--- src/rtl/mm_pkg.sv ---
package mm_pkg;
  localparam int BODY_W = 32;
  localparam int VEC_W  = 64;
  localparam int DATA_W = 16;
  localparam int CNT_W  = 7;

  typedef enum logic [1:0] {
    PRE_16   = 2'd0,
    PRE_32   = 2'd1,
    PRE_NONE = 2'd2,
    PRE_8    = 2'd3
  } pre_sel_e;

  function automatic int unsigned pre_len(input logic [1:0] sel);
    case (pre_sel_e'(sel))
      PRE_16:   return 16;
      PRE_32:   return 32;
      PRE_NONE: return 0;
      default:  return 8;
    endcase
  endfunction
endpackage

--- src/rtl/mm_frame.sv ---
module mm_frame
  import mm_pkg::*;
(
  input  logic              op_wr,
  input  logic [4:0]        phy,
  input  logic [4:0]        regn,
  input  logic [DATA_W-1:0] wdat,
  input  logic [1:0]        pre_sel,
  output logic [VEC_W-1:0]  bits_v,
  output logic [VEC_W-1:0]  drv_v,
  output logic [CNT_W-1:0]  nbits
);
  logic [BODY_W-1:0] body, mask;
  logic [5:0]        lsh;

  always_comb begin
    body   = {2'b01, (op_wr ? 2'b01 : 2'b10), phy, regn, 2'b10, wdat};
    mask   = op_wr ? '1 : {{14{1'b1}}, {(BODY_W-14){1'b0}}};
    lsh    = 6'(BODY_W - pre_len(pre_sel));
    bits_v = {{(VEC_W-BODY_W){1'b1}}, body} << lsh;
    drv_v  = {{(VEC_W-BODY_W){1'b1}}, mask} << lsh;
    nbits  = CNT_W'(pre_len(pre_sel) + BODY_W);
  end
endmodule

--- src/rtl/mm_tick.sv ---
module mm_tick #(
  parameter int CW = 6
) (
  input  logic          clk,
  input  logic          rst,
  input  logic          clr,
  input  logic          run,
  input  logic [CW-1:0] lim,
  output logic          tick
);
  logic [CW-1:0] cnt;

  assign tick = run && (cnt == lim - CW'(1));

  always_ff @(posedge clk) begin
    if (rst || clr || !run) cnt <= '0;
    else if (tick)          cnt <= '0;
    else                    cnt <= cnt + CW'(1);
  end
endmodule

--- src/rtl/mm_capture.sv ---
module mm_capture #(
  parameter int W = 16
) (
  input  logic         clk,
  input  logic         rst,
  input  logic         clr,
  input  logic         shift_en,
  input  logic         din,
  output logic [W-1:0] q
);
  always_ff @(posedge clk) begin
    if (rst || clr)    q <= '0;
    else if (shift_en) q <= {q[W-2:0], din};
  end
endmodule

--- src/rtl/expander_miim_master.sv ---
module expander_miim_master
  import mm_pkg::*;
#(
  parameter int BASE_HALF   = 50,
  parameter int TIMEOUT_CYC = 4096
) (
  input  logic        clk,
  input  logic        rst,
  input  logic        cmd_wr,
  input  logic [31:0] cmd_wdata,
  output logic [31:0] cmd_word,
  input  logic        cfg_wr,
  input  logic [1:0]  cfg_wdata,
  output logic [1:0]  cfg_word,
  input  logic        dev_wr,
  input  logic [9:0]  dev_wdata,
  output logic [9:0]  dev_word,
  output logic        mdc,
  output logic        mdio_o,
  output logic        mdio_oe,
  input  logic        mdio_i
);
  localparam int HW = $clog2(BASE_HALF + 1);
  localparam int TW = $clog2(TIMEOUT_CYC + 1);

  function automatic logic [HW-1:0] half_of(input logic [1:0] r);
    logic [HW-1:0] v;
    v = HW'(BASE_HALF >> r);
    if (v == '0) v = HW'(1);
    return v;
  endfunction

  logic              busy_q, hi_q, mdc_q, en_q;
  logic [31:0]       cmd_q;
  logic [1:0]        pre_q, rate_q;
  logic [4:0]        addr_q;
  logic [HW-1:0]     half_q;
  logic [VEC_W-1:0]  sh_q, drv_q;
  logic [CNT_W-1:0]  left_q;
  logic [TW-1:0]     tmo_q;

  logic              start, tick, tmo_hit, finish_now, abort_now, samp;
  logic [VEC_W-1:0]  fr_bits, fr_drv;
  logic [CNT_W-1:0]  fr_n;
  logic [DATA_W-1:0] cap_q;
  logic              unused_dev;

  assign unused_dev = ^dev_wdata[7:6];

  assign start      = !busy_q && cmd_wr && cmd_wdata[0] && en_q;
  assign tmo_hit    = (tmo_q == TW'(TIMEOUT_CYC - 1));
  assign finish_now = busy_q && tick && hi_q && (left_q == CNT_W'(1));
  assign abort_now  = busy_q && !finish_now && (!en_q || tmo_hit);
  assign samp       = busy_q && tick && !hi_q && !cmd_q[1] &&
                      (left_q <= CNT_W'(DATA_W));

  mm_frame u_frame (
    .op_wr   (cmd_wdata[1]),
    .phy     (cmd_wdata[6:2]),
    .regn    (cmd_wdata[11:7]),
    .wdat    (cmd_wdata[31:16]),
    .pre_sel (pre_q),
    .bits_v  (fr_bits),
    .drv_v   (fr_drv),
    .nbits   (fr_n)
  );

  mm_tick #(.CW(HW)) u_tick (
    .clk  (clk),
    .rst  (rst),
    .clr  (start),
    .run  (busy_q),
    .lim  (half_q),
    .tick (tick)
  );

  mm_capture #(.W(DATA_W)) u_cap (
    .clk      (clk),
    .rst      (rst),
    .clr      (start),
    .shift_en (samp),
    .din      (mdio_i),
    .q        (cap_q)
  );

  always_ff @(posedge clk) begin
    if (rst) begin
      busy_q <= 1'b0;
      hi_q   <= 1'b0;
      mdc_q  <= 1'b0;
      en_q   <= 1'b0;
      cmd_q  <= '0;
      pre_q  <= '0;
      rate_q <= '0;
      addr_q <= '0;
      half_q <= HW'(1);
      sh_q   <= '0;
      drv_q  <= '0;
      left_q <= '0;
      tmo_q  <= '0;
    end else begin
      if (dev_wr) begin
        rate_q <= dev_wdata[9:8];
        addr_q <= dev_wdata[5:1];
        en_q   <= dev_wdata[0];
      end
      if (cfg_wr) pre_q <= cfg_wdata;

      if (!busy_q) begin
        if (cmd_wr) cmd_q <= {cmd_wdata[31:1], cmd_wdata[0] & en_q};
        if (start) begin
          busy_q <= 1'b1;
          half_q <= half_of(rate_q);
          sh_q   <= fr_bits;
          drv_q  <= fr_drv;
          left_q <= fr_n;
          hi_q   <= 1'b0;
          mdc_q  <= 1'b0;
          tmo_q  <= '0;
        end
      end else if (finish_now || abort_now) begin
        busy_q   <= 1'b0;
        cmd_q[0] <= 1'b0;
        if (finish_now && !cmd_q[1]) cmd_q[31:16] <= cap_q;
        mdc_q    <= 1'b0;
        hi_q     <= 1'b0;
        sh_q     <= '0;
        drv_q    <= '0;
      end else begin
        tmo_q <= tmo_q + TW'(1);
        if (tick) begin
          if (!hi_q) begin
            hi_q  <= 1'b1;
            mdc_q <= 1'b1;
          end else begin
            hi_q   <= 1'b0;
            mdc_q  <= 1'b0;
            sh_q   <= sh_q << 1;
            drv_q  <= drv_q << 1;
            left_q <= left_q - CNT_W'(1);
          end
        end
      end
    end
  end

  assign cmd_word = cmd_q;
  assign cfg_word = pre_q;
  assign dev_word = {rate_q, 1'b0, en_q && !busy_q, addr_q, en_q};
  assign mdc      = mdc_q;
  assign mdio_o   = sh_q[VEC_W-1];
  assign mdio_oe  = drv_q[VEC_W-1];


  end_quiet_chk: assert property (@(posedge clk) disable iff (rst)
    $fell(busy_q) |-> (!mdc && !mdio_oe));


  fields_hold_chk: assert property (@(posedge clk) disable iff (rst)
    busy_q |=> (cmd_q[15:1] == $past(cmd_q[15:1])));


  read_release_chk: assert property (@(posedge clk) disable iff (rst)
    (busy_q && !cmd_q[1] && left_q <= CNT_W'(DATA_W + 2)) |-> !mdio_oe);


  mdc_pace_chk: assert property (@(posedge clk) disable iff (rst)
    (busy_q && !tick && en_q && !tmo_hit) |=> $stable(mdc));


  enable_gate_chk: assert property (@(posedge clk) disable iff (rst)
    !en_q |=> !busy_q);


  budget_chk: assert property (@(posedge clk) disable iff (rst)
    busy_q |-> (tmo_q < TW'(TIMEOUT_CYC)));
endmodule

--- config.mk ---
export PLATFORM = sky130hd
export DESIGN_NAME = expander_miim_master
export DESIGN_NICKNAME = d
export VERILOG_FILES = /design/src/rtl/mm_pkg.sv /design/src/rtl/mm_frame.sv /design/src/rtl/mm_tick.sv /design/src/rtl/mm_capture.sv /design/src/rtl/expander_miim_master.sv
export SDC_FILE = /design/constraint.sdc
export NUM_CORES = 1
export LEC_CHECK = 0
export BUFFER_PORTS_ARGS = -buffer_cell sky130_fd_sc_hd__buf_2
export CORE_MARGIN = 4
export CORE_UTILIZATION = 40
export DETAILED_ROUTE_END_ITERATION = 8
export HOLD_SLACK_MARGIN = 0.05
export PLACE_DENSITY = 0.55
export SYNTH_ARGS = -nofsm -noshare
export SYNTH_HDL_FRONTEND = slang
export SYNTH_SLANG_ARGS = --single-unit
export TNS_END_PERCENT = 30
--- constraint.sdc ---
create_clock -name clk -period 3.4 [get_ports clk]
set_clock_uncertainty 0.1 [all_clocks]
set_input_delay 0.34 -clock clk [delete_from_list [all_inputs] [get_ports clk]]
set_output_delay 0.34 -clock clk [all_outputs]
set_load 0.02 [all_outputs]
* Yosys cells after proc, flatten, opt, wreduce, memory -nomap -nowiden
Index checks and enable logic that the tools add are counted.
** Operators by class
- Add/sub/neg operators :: 6
- Multipliers :: 0
- Divide/modulo/power cells :: 0
- Magnitude comparators :: 1
- Equality and inequality tests :: 12
- Shifts and indexed selects :: 3
- Mux-type cells :: 36
- Bitwise operators :: 2
- Reduce and logical (&&, ||, !) cells :: 36
** Operators by type and width (number)
- $mux W64 :: 10
- $shl A64 B6 Y64 :: 2
- $mux W16 :: 3
- $mux W13 :: 3
- $mux W7 :: 5
- $mux W32 :: 1
- $mux W18 :: 1
- $pmux W6 S3 :: 1
- $logic_and A1 B1 Y1 :: 14
- $add A13 B1 Y13 const B :: 1
- $eq A13 B12 Y1 const B :: 1
- $mux W1 :: 10
- $reduce_and A2 Y1 :: 5
- $ne A2 B1 Y1 const B :: 4
- $add A6 B6 Y7 const B :: 1
- $eq A7 B1 Y1 const B :: 1
- $le A7 B5 Y1 const B :: 1
- $sub A7 B1 Y7 const B :: 1
- $add A6 B1 Y6 const B :: 1
- $eq A6 B6 Y1 :: 1
- $logic_not A6 Y1 :: 1
- $mux W6 :: 1
- $ne A3 B1 Y1 const B :: 2
- $reduce_and A3 Y1 :: 2
- 15 further kinds :: 23
** Storage, ports and cells
- Register bits :: 220
- Bits in latches :: 0
- Bits in writable memories :: 0
- ROM bits :: 0
- Memories kept :: 0

* Depth between registers and ports, before layout
- Word-level depth :: 12
- Gate-level depth with buffers :: 11
- Gate-level depth less buffers :: 9

* Hierarchy
A second synthesis with hierarchy kept.
** Unflattened totals
- Cell total of the unflattened synthesis :: 1347
- Area total of the unflattened synthesis :: 11842.6 um2
** By module, submodules not included
- expander_miim_master :: instances 1, cells an instance 974, area each 9011.1 um2, seq. area each 3963.8 um2
- mm_frame :: instances 1, cells an instance 276, area each 1838.0 um2, seq. area each 0.0 um2
- mm_capture :: instances 1, cells an instance 53, area each 581.8 um2, seq. area each 320.3 um2
- mm_tick :: instances 1, cells an instance 44, area each 411.6 um2, seq. area each 120.1 um2

* Worst setup path after synthesis
OpenSTA, ideal clock, no wires.
- Kind :: reg2reg
- Start :: register pre_q[0] (netlist: cfg_word[0])
- End :: register sh_q[41]
- Library setup time :: 78 ps
- Arrival :: 2429 ps
- Required time :: 3222 ps
- Path slack :: 793 ps
- Stages on the path, launching flop included :: 10
- Buffers on the path :: 3
- Cell sequence :: dfxtp_1 inv_1 ha_1 clkbuf_1 buf_1 clkbuf_1 o21ai_0 a221oi_1 a211oi_1 nor3_1
** Between the ends
- Word-level cells in the longest chain between the ends :: 6
- Elaborated cells between the ends (all ways) :: 8
** RTL lines
- from (decl) :: line expander_miim_master.sv:35 : logic [1:0] pre_q, rate_q;
- from (signal assigned) :: line expander_miim_master.sv:107 : if (cfg_wr) pre_q <= cfg_wdata;
- $eq A2 B2 Y1 (tied with other cells) :: line mm_pkg.sv:15 : case (pre_sel_e'(sel))
- $pmux W6 S3 * :: line mm_pkg.sv:15
- $sub A6 B6 Y6 * :: line mm_frame.sv:19 : lsh = 6'(BODY_W - pre_len(pre_sel));
- $shl A64 B6 Y64 * :: line mm_frame.sv:20 : bits_v = {{(VEC_W-BODY_W){1'b1}}, body} << lsh;
- $mux W64 * :: line expander_miim_master.sv:111 : if (start) begin
- $mux W64 * :: line expander_miim_master.sv:109 : if (!busy_q) begin
- to (signal assigned) :: line expander_miim_master.sv:114 : sh_q <= fr_bits;
- to (signal assigned) :: line expander_miim_master.sv:138 : sh_q <= sh_q << 1;
- to (decl) :: line expander_miim_master.sv:38 : logic [VEC_W-1:0] sh_q, drv_q;
Mark *: on every way between the ends. The rest lies on a longest branch, timed or not. The select of a mux whose other input is x is not followed.
A chain may end at the register's enable or synchronous reset.

* Worst setup path after layout
- Start :: register half_q[0]
- End :: register drv_q[57]
** Between the ends
- Word-level cells in the longest chain between the ends :: 12
- Elaborated cells between the ends (all ways) :: 15
** RTL lines
- from (decl) :: line expander_miim_master.sv:37 : logic [HW-1:0] half_q;
- from (signal assigned) :: line expander_miim_master.sv:113 : half_q <= half_of(rate_q);
- $sub A6 B1 Y6 * :: line mm_tick.sv:13 : assign tick = run && (cnt == lim - CW'(1));
- $eq A6 B6 Y1 * :: line mm_tick.sv:13
- $logic_and A1 B1 Y1 * :: line mm_tick.sv:13
- $logic_and A1 B1 Y1 (3 in series) :: line expander_miim_master.sv:52 : assign finish_now = busy_q && tick && hi_q && (left_q == CNT_W'(1));
- $logic_not A1 Y1 :: line expander_miim_master.sv:53 : assign abort_now = busy_q && !finish_now && (!en_q || tmo_hit);
- $logic_and A1 B1 Y1 (2 in series) :: line expander_miim_master.sv:53
- $logic_or A1 B1 Y1 :: line expander_miim_master.sv:121 : end else if (finish_now || abort_now) begin
- $ne A3 B1 Y1 (no source line) or $mux W64 (tied branches)
- $reduce_and A3 Y1 (no source line) or $mux W64 (tied branches)
- to (signal assigned) :: line expander_miim_master.sv:115 : drv_q <= fr_drv;
- to (signal assigned) :: line expander_miim_master.sv:139 : drv_q <= drv_q << 1;
- to (decl) :: line expander_miim_master.sv:38
Mark *: on every way between the ends. The rest lies on a longest branch, timed or not.

==> results.sh <==
export IMPL_outcome="completed"
export IMPL_syn_area_per_cell_um2=8.01
export IMPL_coreArea_um2=25200
export IMPL_wl_mm=29.3
export IMPL_grt_usage=0.203
export IMPL_worst_skew_pair_late_latency_ns=0.53
export IMPL_ys_flop_type="dfxtp_1"
export IMPL_power_density_nw_per_um2=521
export IMPL_crit_path_end_kind="flop"
export IMPL_rsz0062_at_grt="false"
export IMPL_timing_fmax_ghz=0.324
export IMPL_num_antenna_cells=0
export IMPL_ys_seq_elements=220
export IMPL_cts_buffers=25
export IMPL_syn_inst=1276
export IMPL_die_width_um=168
export IMPL_place_hpwl_mm=19.3
export IMPL_gr_total_overflow=0
export IMPL_cts_resized_gates=0
export IMPL_final_hold_violation_count=0
export IMPL_slowest_stage="a21oi_4"
export IMPL_period_share=0.907
export IMPL_irDropWorstVdd_uv=435
export IMPL_cts_root_buf="clkbuf_16"
export IMPL_die_h_um=168
export IMPL_grt_pass1_wl_mm=47.9
export IMPL_grt_pass1_vias=8671
export IMPL_use_met2=0.326
export IMPL_cts_buffer_depth=3
export IMPL_use_met3=0.0275
export IMPL_setup_viol=0
export IMPL_relSlewSlack=0.397
export IMPL_path_max_fanout=36
export IMPL_cap_violations=0
export IMPL_route_detailed_drc=0
export IMPL_area_growth_pct=19.7
export IMPL_startpoint_type="flop"
export IMPL_fin_total_pwr_mw=6.37
export IMPL_cts_max_level=1
export IMPL_slowest_delay_ns=0.52
export IMPL_crit_family="compound AO/OA/AOI/OAI gates"
export IMPL_worstMarginPinSlew_ns=0.904
export IMPL_cp_cell_sequence="inv_1 -> ha_1 -> and2_1 -> a211o_1 -> a32o_1 -> a21oi_4 -> buf_4 -> nand2_1 -> a211oi_1"
export IMPL_path_clk_slew_ns=0.06
export IMPL_synthesis_area_um2=10200
export IMPL_critPathKind="flop to flop"
export IMPL_cp_arrival_ns=3.41
export IMPL_std_cell_rows=58
export IMPL_firstDrtPassIters=5
export IMPL_wl_per_cell_um=17.1
export IMPL_num_vias=9268
export IMPL_period_needed_ns=3.08
export IMPL_io_buffers=93
export IMPL_drtIter0Drc=748
export IMPL_p_leak_nw=4.38
export IMPL_drv_slew=0
export IMPL_num_fill_cells=2471
export IMPL_die_area_um2=28200
export IMPL_layout_commonest_cell="nor2_1"
export IMPL_critPathBufInv=2
export IMPL_global_route_usage_met1=0.291
export IMPL_async_reset_ff_frac=0
export IMPL_syn_nets=1341
export IMPL_ys_seq_area_frac=0.431
export IMPL_drive_gt1_frac=0.154
export IMPL_final_antenna_net_count=0
export IMPL_final_cell_mix="222 x nor2_1, 220 x dfxtp_1, 192 x nand2_1"
export IMPL_nets=1422
export IMPL_vias_per_cell=5.43
export IMPL_worstHoldPathType="input port to flop"
export IMPL_yosysUniqueCellTypes=61
export IMPL_yosys_warnings=0
export IMPL_synth_edff_count=0
export IMPL_io_pins=97
export IMPL_place_ws_ns=0.330
export IMPL_setup_tns_ns=0
export IMPL_initial_utilization=0.406
export IMPL_place_gp_congestion=0.830
export IMPL_rrSetupSlack_ns=0.32
export IMPL_cts_tree="done"
export IMPL_busiest_layer="met2"
export IMPL_grt_max_degree=120
export IMPL_setup_ws_ns=0.317
export IMPL_cts_sinks=220
export IMPL_critPathRequiredTime_ns=3.72
export IMPL_antenna_found_initial=0
export IMPL_finalHoldWorstSlack_ns=0.0722
[where the power goes]
part / internal, mW / switching [mW] / leakage [nW]
registers: 2.67 / 0.0536 / 1.79
clock network: 1.84 / 1.11 / 0.431
logic: 0.259 / 0.441 / 2.16
total: 4.77 / 1.60 / 4.38
[stage by stage]
step                      cell area (um2)  instances   util
after floorplan                     10200       1276      -
after global placement              11000       1628  0.437
after detailed placement            11000       1628  0.437
after CTS                           12200       1706  0.486
after global routing                12200       1706  0.486
final                               12200       1706  0.486
[worst register-to-register path: cells and delay by family (launching register included)]
family / cells / cell delay, ns
compound gates: 4 / 1.39
buf+inv: 2 / 0.55
flops: 1 / 0.41
simple gates: 2 / 0.30
fa+ha+maj: 1 / 0.25
[logic make-up after synthesis]
| family | after synthesis | synth area share |
|---|---|---|
| muxes | 33 | 0.0334 |
| other | 1 | 0.000367 |
| AOI/OAI and AO/OA | 335 | 0.230 |
| buffers and inverters | 117 | 0.0524 |
| DFF | 220 | 0.431 |
| and+or+nand+nor | 542 | 0.223 |
| adders and majority gates | 15 | 0.0184 |
| xor gates and xnor gates | 13 | 0.0111 |
[registers in the layout, summed over array words and instances (netlist names)]
name	flops
sh_q	64
cmd_word	32
u_tick.cnt	6
mdc	1
drv_q	64
en_q	1
half_q	6
busy_q	1
cfg_word	2
addr_q	5
rate_q	2
tmo_q	13
u_cap.q	16
left_q	7
[cells in the mapped netlist, types with 9 or more instances]
master / count / share of area
nor2_1: 222 / 0.082
buf_4: 9 / 0.0066
nand2_1: 192 / 0.071
a211oi_2: 16 / 0.020
a211oi_1: 105 / 0.077
a21oi_1: 93 / 0.046
nor3_1: 65 / 0.032
dfxtp_1: 220 / 0.43
inv_1: 14 / 0.0051
a22oi_1: 19 / 0.014
nand3_1: 23 / 0.011
clkbuf_1: 68 / 0.025
o21ai_0: 28 / 0.014
a221oi_1: 22 / 0.019
mux2i_1: 24 / 0.024
ha_1: 15 / 0.018
buf_2: 14 / 0.0069
a31oi_1: 13 / 0.0080
mux2_2: 9 / 0.0099
[layout make-up]
type / count / area (um2) / share of cell area
Clock buffer: 33 / 706 / 0.0577
Sequential cell: 220 / 4400 / 0.360
Timing Repair Buffer: 157 / 1140 / 0.0936
Tap cell: 330 / 413 / 0.0338
Inverter: 14 / 52.6 / 0.00430
Multi-Input combinational cell: 939 / 5310 / 0.434
Clock inverter: 13 / 206 / 0.0169
[routing by layer]
layer / part of all wire / up-vias
met3: 0.045 / 39
met4: 0.020 / 0
li1: - / 4660
met1: 0.48 / 4385
met2: 0.46 / 184
met5: 0 / -
[path summary, 6_finish.rpt]
check                start           end  cells after the start
min          cmd_wdata[31]  cmd_word[31]                      3
min reg2reg    cmd_word[8]   cmd_word[8]                      2
max              half_q[0]     drv_q[57]                      9
max reg2reg      half_q[0]     drv_q[57]                      9
[timing repair]
| item | 4_1_cts | 5_1_grt |
|---|---|---|
| endpoints found under the hold margin | 27 | 0 |
| buffers inserted | 0 | 0 |
| hold buffers | 32 | 0 |
Note: power is estimated with default switching activity, not from simulation.
